### src/rtl/ldst_mon_pkg.sv
`timescale 1ns/1ps
package ldst_mon_pkg;

  localparam int NUM_ERR = 13;

  localparam int E_BOTH_REQ   = 0;
  localparam int E_OVERLAP    = 1;
  localparam int E_BUSY_HOLD  = 2;
  localparam int E_BUSY_REL   = 3;
  localparam int E_ADDR_HOLD  = 4;
  localparam int E_ACK_CLASH  = 5;
  localparam int E_ACK_WIDTH  = 6;
  localparam int E_ACK_REPEAT = 7;
  localparam int E_LD_WIDTH   = 8;
  localparam int E_LD_STRAY   = 9;
  localparam int E_ST_WIDTH   = 10;
  localparam int E_ST_STRAY   = 11;
  localparam int E_LEN        = 12;

  typedef enum logic [2:0] {
    TR_IDLE,
    TR_LD_ADDR,
    TR_LD_DATA,
    TR_ST_ADDR,
    TR_ST_DATA,
    TR_ST_HOLD
  } trackState_e;

  // strobes from the tracker to the rule datapath
  typedef struct packed {
    logic armed;      // a request has been seen since reset
    logic active;     // a transaction is open
    logic ldData;     // load acknowledged, awaiting load data
    logic stData;     // store acknowledged, awaiting store data
    logic stHold;     // cycle after the store data pulse
    logic expectLow;  // busy must be low this cycle
    logic quiet;      // abort: suppress all checks
  } monStrobes_t;

endpackage

### src/rtl/ldst_mon_ctrl.sv
`timescale 1ns/1ps
module ldst_mon_ctrl
  import ldst_mon_pkg::*;
(
  input  logic        clk,
  input  logic        rstN,
  input  logic        abortIn,
  input  logic        ldReq,
  input  logic        stReq,
  input  logic        addrAck,
  input  logic        addrExc,
  input  logic        ldValid,
  input  logic        stValid,
  output monStrobes_t strobes
);

  trackState_e stateQ, stateNext;
  logic        expectQ, expectNext;
  logic        armedQ;

  always_comb begin
    stateNext  = stateQ;
    expectNext = 1'b0;
    if (abortIn) begin
      stateNext = TR_IDLE;
    end else begin
      case (stateQ)
        TR_IDLE: begin
          if (ldReq && !stReq)      stateNext = TR_LD_ADDR;
          else if (stReq && !ldReq) stateNext = TR_ST_ADDR;
        end
        TR_LD_ADDR: begin
          if (addrExc) begin
            stateNext  = TR_IDLE;
            expectNext = 1'b1;
          end else if (addrAck) begin
            stateNext = TR_LD_DATA;
          end
        end
        TR_LD_DATA: begin
          if (ldValid) begin
            stateNext  = TR_IDLE;
            expectNext = 1'b1;
          end
        end
        TR_ST_ADDR: begin
          if (addrExc) begin
            stateNext  = TR_IDLE;
            expectNext = 1'b1;
          end else if (addrAck) begin
            stateNext = TR_ST_DATA;
          end
        end
        TR_ST_DATA: begin
          if (stValid) stateNext = TR_ST_HOLD;
        end
        TR_ST_HOLD: begin
          stateNext  = TR_IDLE;
          expectNext = 1'b1;
        end
        default: stateNext = TR_IDLE;
      endcase
    end
  end

  always_ff @(posedge clk or negedge rstN) begin
    if (!rstN) begin
      stateQ  <= TR_IDLE;
      expectQ <= 1'b0;
      armedQ  <= 1'b0;
    end else begin
      stateQ  <= stateNext;
      expectQ <= expectNext;
      if (ldReq || stReq) armedQ <= 1'b1;
    end
  end

  always_comb begin
    strobes.armed     = armedQ;
    strobes.active    = (stateQ != TR_IDLE);
    strobes.ldData    = (stateQ == TR_LD_DATA);
    strobes.stData    = (stateQ == TR_ST_DATA);
    strobes.stHold    = (stateQ == TR_ST_HOLD);
    strobes.expectLow = expectQ;
    strobes.quiet     = abortIn;
  end

  // abort leaves the tracker idle with no pending release check
  a_r12_abort_idle: assert property (@(posedge clk) disable iff (!rstN)
    abortIn |=> (!strobes.active && !strobes.expectLow));

  // the cycle after the store hold cycle demands a low busy
  a_r4_store_release: assert property (@(posedge clk) disable iff (!rstN)
    (strobes.stHold && !abortIn) |=> strobes.expectLow);

  // a load data pulse closes the transaction
  a_r4_load_release: assert property (@(posedge clk) disable iff (!rstN)
    (strobes.ldData && ldValid && !abortIn) |=> (strobes.expectLow && !strobes.active));

  // once armed, the monitor stays armed
  a_r13_armed_keep: assert property (@(posedge clk) disable iff (!rstN)
    strobes.armed |=> strobes.armed);

endmodule

### src/rtl/ldst_mon_errs.sv
`timescale 1ns/1ps
module ldst_mon_errs
  import ldst_mon_pkg::*;
#(
  parameter int ADDR_W    = 48,
  parameter int LEN_W     = 4,
  parameter int MAX_BYTES = 8
) (
  input  logic               clk,
  input  logic               rstN,
  input  logic               clrErr,
  input  monStrobes_t        strobes,
  input  logic               ldReq,
  input  logic               stReq,
  input  logic               busy,
  input  logic               addrValid,
  input  logic [ADDR_W-1:0]  addr,
  input  logic               addrAck,
  input  logic               addrExc,
  input  logic               ldValid,
  input  logic               stValid,
  input  logic [LEN_W-1:0]   xferLen,
  output logic [NUM_ERR-1:0] errVec
);

  logic [ADDR_W-1:0]  addrQ;
  logic               addrHeldQ;
  logic               ackPrevQ, ldPrevQ, stPrevQ;
  logic [NUM_ERR-1:0] errQ;
  logic [NUM_ERR-1:0] hit;
  logic               chk, reqAny, ackAny, lenOk, postAck;

  assign chk     = !strobes.quiet;
  assign reqAny  = ldReq | stReq;
  assign ackAny  = addrAck | addrExc;
  assign postAck = strobes.ldData | strobes.stData | strobes.stHold;
  assign lenOk   = ($countones(xferLen) == 1) && (int'(xferLen) <= MAX_BYTES);

  always_comb begin
    hit               = '0;
    hit[E_BOTH_REQ]   = ldReq & stReq;
    hit[E_OVERLAP]    = reqAny & (strobes.active | busy);
    hit[E_BUSY_HOLD]  = strobes.active & !busy;
    hit[E_BUSY_REL]   = strobes.expectLow & busy;
    hit[E_ADDR_HOLD]  = strobes.active & addrHeldQ & (!addrValid || (addr != addrQ));
    hit[E_ACK_CLASH]  = strobes.armed & addrAck & addrExc;
    hit[E_ACK_WIDTH]  = strobes.armed & ackAny & ackPrevQ;
    hit[E_ACK_REPEAT] = ackAny & !ackPrevQ & postAck;
    hit[E_LD_WIDTH]   = strobes.armed & ldValid & ldPrevQ;
    hit[E_LD_STRAY]   = strobes.armed & ldValid & !ldPrevQ & !strobes.ldData;
    hit[E_ST_WIDTH]   = strobes.armed & stValid & stPrevQ;
    hit[E_ST_STRAY]   = strobes.armed & stValid & !stPrevQ & !strobes.stData;
    hit[E_LEN]        = (reqAny | strobes.active) & !lenOk;
    hit               = chk ? hit : '0;
  end

  always_ff @(posedge clk or negedge rstN) begin
    if (!rstN) begin
      addrQ     <= '0;
      addrHeldQ <= 1'b0;
      ackPrevQ  <= 1'b0;
      ldPrevQ   <= 1'b0;
      stPrevQ   <= 1'b0;
    end else begin
      ackPrevQ  <= ackAny;
      ldPrevQ   <= ldValid;
      stPrevQ   <= stValid;
      addrHeldQ <= chk & strobes.active & (addrHeldQ | addrValid);
      if (strobes.active && addrValid && !addrHeldQ) addrQ <= addr;
    end
  end

  for (genvar i = 0; i < NUM_ERR; i++) begin : g_sticky
    always_ff @(posedge clk or negedge rstN) begin
      if (!rstN)       errQ[i] <= 1'b0;
      else if (clrErr) errQ[i] <= 1'b0;
      else if (hit[i]) errQ[i] <= 1'b1;
    end
  end

  assign errVec = errQ;

  // a clear empties every bit on the next cycle
  a_r11_clear: assert property (@(posedge clk) disable iff (!rstN)
    clrErr |=> (errVec == '0));

  // without a clear no set bit is lost
  a_r11_sticky: assert property (@(posedge clk) disable iff (!rstN)
    !clrErr |=> ((errVec & $past(errVec)) == $past(errVec)));

  // nothing is reported before the first request
  a_r13_quiet_start: assert property (@(posedge clk) disable iff (!rstN)
    !strobes.armed |-> (errVec == '0));

  // the shadow address is only tracked inside a transaction
  a_r5_held_inside: assert property (@(posedge clk) disable iff (!rstN)
    addrHeldQ |-> $past(strobes.active));

endmodule

### src/rtl/ldst_port_monitor.sv
`timescale 1ns/1ps
module ldst_port_monitor
  import ldst_mon_pkg::*;
#(
  parameter int ADDR_W    = 48,
  parameter int LEN_W     = 4,
  parameter int MAX_BYTES = 8
) (
  input  logic               clk,
  input  logic               rstN,
  input  logic               clrErr,
  input  logic               abortIn,
  input  logic               ldReq,
  input  logic               stReq,
  input  logic               busy,
  input  logic               addrValid,
  input  logic [ADDR_W-1:0]  addr,
  input  logic               addrAck,
  input  logic               addrExc,
  input  logic               ldValid,
  input  logic               stValid,
  input  logic [LEN_W-1:0]   xferLen,
  output logic [NUM_ERR-1:0] errVec,
  output logic               errAny
);

  monStrobes_t strobes;

  ldst_mon_ctrl ctrl_i (
    .clk     (clk),
    .rstN    (rstN),
    .abortIn (abortIn),
    .ldReq   (ldReq),
    .stReq   (stReq),
    .addrAck (addrAck),
    .addrExc (addrExc),
    .ldValid (ldValid),
    .stValid (stValid),
    .strobes (strobes)
  );

  ldst_mon_errs #(
    .ADDR_W    (ADDR_W),
    .LEN_W     (LEN_W),
    .MAX_BYTES (MAX_BYTES)
  ) errs_i (
    .clk       (clk),
    .rstN      (rstN),
    .clrErr    (clrErr),
    .strobes   (strobes),
    .ldReq     (ldReq),
    .stReq     (stReq),
    .busy      (busy),
    .addrValid (addrValid),
    .addr      (addr),
    .addrAck   (addrAck),
    .addrExc   (addrExc),
    .ldValid   (ldValid),
    .stValid   (stValid),
    .xferLen   (xferLen),
    .errVec    (errVec)
  );

  assign errAny = |errVec;

endmodule

### config.mk
export PLATFORM = sky130hd
export DESIGN_NAME = ldst_port_monitor
export DESIGN_NICKNAME = d
export VERILOG_FILES = /design/src/rtl/ldst_mon_pkg.sv /design/src/rtl/ldst_mon_ctrl.sv /design/src/rtl/ldst_mon_errs.sv /design/src/rtl/ldst_port_monitor.sv
export SDC_FILE = /design/constraint.sdc
export NUM_CORES = 1
export LEC_CHECK = 0
export BUFFER_PORTS_ARGS = -buffer_cell sky130_fd_sc_hd__buf_4
export CORE_MARGIN = 4
export CORE_UTILIZATION = 35
export DETAILED_ROUTE_END_ITERATION = 7
export PLACE_DENSITY = 0.6
export SYNTH_ARGS = -nofsm -noshare
export SYNTH_HDL_FRONTEND = slang
export SYNTH_SLANG_ARGS = --single-unit
export TNS_END_PERCENT = 5
### constraint.sdc
create_clock -name clk -period 2 [get_ports clk]
set_input_delay 0.4 -clock clk [delete_from_list [all_inputs] [get_ports clk]]
set_output_delay 0.4 -clock clk [all_outputs]
set_load 0.02 [all_outputs]
# == Word level (Yosys, flattened, before mapping) ==
# Index checks and enable logic that the tools add are counted.
# totals
elab_cells,145
ff_bits,70
out_inout_bits,14
# classes
add_sub_neg,3
eq_ne,12
mux,41
reduce_logical,37
bitwise_logic,30
n_lt_le_gt_ge,1
# ops
cell,n
$ne 48x48->1,1
$add 32x32->32,1
$eq 32x2->1 const B,1
$mux 1,29
$mux 3,9
$reduce_bool 2->1,13
$and 1x1->1,23
$pmux 3 s5,1
$mux 13,1
$reduce_or 13->1,1
$logic_not 1->1,12
$ne 4x4->1 const B,2
$or 1x1->1,7
$eq 3x2->1 const B,2
$eq 3x3->1 const B,2
$ne 3x3->1 const B,2
$logic_and 1x1->1,5
$reduce_and 5->1,1
$add 1x1->2,2
$le 4x4->1 const B,1
$ne 4x2->1 const B,1
$eq 3x1->1 const B,1
$logic_not 3->1,1
$pmux 1 s3,1
3 further kinds,4

# == Depth between registers and ports, before layout ==
# depth
ltp_word,9
depth_mapped,9
mapped_depth_nobuf,9

# == By module ==
# A second synthesis with hierarchy kept.
# unflattened
hier_cells,283
area_unflattened_um2,3414.5
# modules_own_cells
mod,area_each_um2,instances,cells_each
ldst_mon_errs,3034.2,1,239
ldst_mon_ctrl,352.8,1,39
ldst_port_monitor,27.5,1,5

# == Worst setup path after synthesis ==
# Ideal clock, no wire load.
# synth_path
path_kind,input to register
startpoint,in xferLen[0]
endpoint,"reg errs_i.errQ[12], in the netlist errs_i.errVec[12]"
stages,8
arrival_time_ns,1.697
required_time_ns,1.868
setup_slack_ns,0.172
n_path_buf,0
setup_time_ns,0.132
path_cell_list,inv_1 -> ha_1 -> ha_1 -> fa_1 -> nor2_1 -> a32oi_1 -> a21oi_1 -> nor2_1
# synth_via
elab_chain_cells,8
elab_cells_between_ends,9
classes_between,2 x add/sub; 1 x order compare; 1 x eq/ne; 1 x mux; 1 x bitwise; 3 x reduce/logical
# synth_lines
element,line,text
"start, declared",ldst_port_monitor.sv:22,"input logic [LEN_W-1:0] xferLen,"
$add 1x1->2 (implied by the code),ldst_mon_errs.sv:37,assign lenOk = ($countones(xferLen) == 1) && (int'(xferLen) <= MAX_BYTES);
$add 32x32->32 (implied by the code),ldst_mon_errs.sv:37,
$eq 32x2->1,ldst_mon_errs.sv:37,
$logic_and 1x1->1 *,ldst_mon_errs.sv:37,
$logic_not 1->1 *,ldst_mon_errs.sv:53,hit[E_LEN] = (reqAny | strobes.active) & !lenOk;
$and 1x1->1 *,ldst_mon_errs.sv:53,
$mux 13 *,ldst_mon_errs.sv:54,hit = chk ? hit : '0;
$reduce_bool 2->1 (no line) *,-,
"end signal, assigned by index",ldst_mon_errs.sv:75,if (!rstN) errQ[i] <= 1'b0;
"end signal, assigned by index",ldst_mon_errs.sv:76,else if (clrErr) errQ[i] <= 1'b0;
"end signal, assigned by index",ldst_mon_errs.sv:77,else if (hit[i]) errQ[i] <= 1'b1;
"end, declared",ldst_mon_errs.sv:29,logic [NUM_ERR-1:0] errQ;
# Mark *: on every way between the ends. The rest lies on a longest branch, timed or not.
# A chain may end at the register's enable or synchronous reset.

# == Worst setup path in the final report ==
# layout_path
startpoint,"reg errs_i.errQ[1], in the netlist errs_i.errVec[1]"
endpoint,out errAny
# layout_via
elab_chain_cells,1
# layout_lines
element,line,text
$reduce_or 13->1,ldst_port_monitor.sv:64,assign errAny = |errVec;
"end, declared",ldst_port_monitor.sv:24,output logic errAny
# No other way between the ends.

==> out/metrics.cfg <==
[placed_design]
placed_cell_area_um2=4410
place_inst=500
gp_congestion=0.791
dp_wirelength_um=5520
io_port_bufs=77
pre_cts_ws_ns=0.0112

[critical_path]
critical_path.endpoint_type=output pin
critical_path.slowest_cell=sky130_fd_sc_hd__dfrtp_1
timing.critical_path.from_type=flip-flop
timing.critical_path.to=errAny
max_stage_delay_ns=0.41
r2r-start=ctrl_i.stateQ[1]$_DFFE_PN0P_
worst_endpoint_required_time_ns=1.60
regToRegSetupSlack_ns=0.25
worstPathCellList=nor4_1 -> nand4_1 -> buf_4
r2r-end=errs_i.addrQ[46]$_DFFE_PN0P_
path_class=flip-flop to output pin
rr_worst_depth=4
worstSetupStartpoint=errs_i.errVec[1]$_DFFE_PN0P_
critical_path_peak_fanout=3
critical_path_data_arrival_time_ns=1.37

[sta]
min_clock_period_post_route_ns=1.77
timing.fmax_mhz=566
maxSlewViolCount=0
finalSetupViolations=0
fin_worst_hold_slack_ns=0.00817
setup-tns-final_ns=0
skew_ns=0.00525
finalWorstSetupSlack_ns=0.233
worst_slew_margin_rel=0.689
final_hold_violating_endpoints=0
rsz0062_at_grt=no
min_period_over_period=0.884
worst_slew_pin_slew_ns=0.467

[clock_tree]
cts_tree=built
cts_made_buffers=9
clock_insertion_delay_worst_skew_ns=0.34
clock_tree.htree_level_count=3
numClockSinks=70
ctsResizeCount=0
cts_max_path_buffers=2
post_cts_hold_buffer_count=0
clock_pin_transition_on_the_worst_setup_and_hold_timing_paths_ns=0.07
clockRootBuffer=sky130_fd_sc_hd__clkbuf_8
cts_setup_buffers=0

[route]
drcViolationCount=0
firstDrtPassIters=4
finalWirelength_um=7420
met3_length_um=676
detailroute.via_count=2467
drt-initial-drc-count=78
routed.top_layer=met4
routedWlPerCell_um=14.4
wirelength_met1_um=3370
detail_route.vias_per_cell=4.78
postRouteAntennaNets=0
met2_wirelength_um=3320

[global_route]
first_global_vias=2562
grt_first_pass_wirelength_um=12200
track_usage=0.130
antenna_found_initial=0
grt.overflow.total=0
largest_net_degree_at_the_start_of_global_routing=39

[run]
cap_viol_max_count=0

[pwr]
final_power_mw=5.13
power-per-cell-area_nw_per_um2=1120
leakage_nw=2.12
vdd_drop_max_mv=0.518

[layout]
share_of_layout_cells_above_drive_strength_1=0.389
num_antenna_cells=0
area_growth_syn_to_layout_pct=25.3
finalInstanceArea_um2=4580
fin_cells=516
post-route-util=0.448
final_nets=448

[floorplanning]
dieWidth_um=110
dieArea_um2=12100
fp-row-count=37
core-area_um2=10200
die_h_um=110
io_pins=78
initial_utilization=0.357

[yosys]
netlist_area_um2=3650
async_sr_flop_fraction=1.00
yosys_register_bits=70
syn_inst=291
synthesis.yosys.warnings=0
synth-seq-area-share=0.479
postSynthAreaPerCell_um2=12.6
synthFlopType=sky130_fd_sc_hd__dfrtp_1
synth.lib_cells_used.distinct=40
synth-edff-count=0
synth_fp_nets=364

[hold_path]
hold_class=input port to asynchronous set/reset pin

[run_status]
run_status=finished clean

[state kept, by name, summed over array words and instances, names as in the netlist]
signal / flops
ctrl_i.expectQ: 1
errs_i.addrHeldQ: 1
errs_i.stPrevQ: 1
errs_i.ackPrevQ: 1
errs_i.addrQ: 48
errs_i.errVec: 13
errs_i.ldPrevQ: 1
ctrl_i.armedQ: 1
ctrl_i.stateQ: 3
[cells in the final DEF (no fill, tap or decap), types with 5 or more instances in the layout]
cell                       count
sky130_fd_sc_hd__a21oi_1       7
sky130_fd_sc_hd__a31oi_1       5
sky130_fd_sc_hd__buf_4        79
sky130_fd_sc_hd__clkbuf_8     10
sky130_fd_sc_hd__clkinv_2      5
sky130_fd_sc_hd__dfrtp_1      70
sky130_fd_sc_hd__ha_1          8
sky130_fd_sc_hd__inv_1        15
sky130_fd_sc_hd__mux2_4       46
sky130_fd_sc_hd__nand2_1      10
sky130_fd_sc_hd__nand4_1       8
sky130_fd_sc_hd__nor2_1       22
sky130_fd_sc_hd__nor3_1        5
sky130_fd_sc_hd__nor4_1        9
sky130_fd_sc_hd__xnor2_1      24
sky130_fd_sc_hd__xor2_1       17
[how the worst min path moves through the flow]
stage / startpoint / endpoint / slack [ns] / depth (start not counted)
floorplan: rstN / ctrl_i.armedQ$_DFFE_PN0N_ / 0.10 / 0
global placement: rstN / errs_i.errVec[12]$_DFFE_PN0P_ / 0.38 / 1
detailed placement: rstN / errs_i.errVec[12]$_DFFE_PN0P_ / 0.39 / 1
CTS: rstN / errs_i.errVec[7]$_DFFE_PN0P_ / 0.02 / 1
global route: rstN / errs_i.errVec[2]$_DFFE_PN0P_ / 0.02 / 1
finish: rstN / errs_i.errVec[2]$_DFFE_PN0P_ / 0.008 / 1
[per-layer routing]
metal	track usage	vias to the layer above
li1	-	1178
met1	0.170	1211
met2	0.199	71
met3	0.0553	7
met4	0.0317	0
met5	0	-
[critical path: cells and delay by family (launching register included)]
kind                   cells  cell delay, ns
DFF                        1            0.41
buffers and inverters      1            0.17
and+or+nand+nor            2            0.45
[synth_stat cells (all sizes together) (3+ instances only)]
| cell type | number | area share |
|---|---|---|
| dfrtp | 70 | 0.48 |
| mux2 | 46 | 0.19 |
| xnor2 | 24 | 0.058 |
| nor2 | 22 | 0.023 |
| xor2 | 17 | 0.041 |
| inv | 15 | 0.015 |
| nand2 | 10 | 0.010 |
| nor4 | 9 | 0.015 |
| buf | 8 | 0.021 |
| ha | 8 | 0.027 |
| nand4 | 8 | 0.014 |
| a21oi | 7 | 0.0096 |
| nor3 | 6 | 0.011 |
| a31oi | 5 | 0.0086 |
| nor2b | 4 | 0.0068 |
| nor3b | 3 | 0.0092 |
| o21ai | 3 | 0.0041 |
| o22ai | 3 | 0.0051 |
[final cells by class]
cell class                 instances  area (um^2)
fill                             955         5650
multi-input combinational        196         1760
sequential                        70         1750
timing repair buffer              83          673
tap                              136          170
clock buffer                      11          141
inverter                          15         56.3
clock inverter                     5         25.0
[power breakdown]
| part | internal [mW] | switching (mW) | total [mW] |
|---|---|---|---|
| Sequential | 1.95 | 0.398 | 2.34 |
| Clock | 0.474 | 0.516 | 0.989 |
| Combinational | 1.20 | 0.597 | 1.79 |
[kinds of logic (layout without fill, tap and decap cells)]
group | Yosys count | after routing | share of synthesized area
buf+inv | 25 | 114 | 0.0383
compound gates | 29 | 29 | 0.0537
mux | 48 | 48 | 0.194
simple gates | 69 | 69 | 0.103
fa+ha+maj | 9 | 9 | 0.0329
xor+xnor | 41 | 41 | 0.0983
flops | 70 | 70 | 0.479
Note: power is estimated with default switching activity, not from simulation.
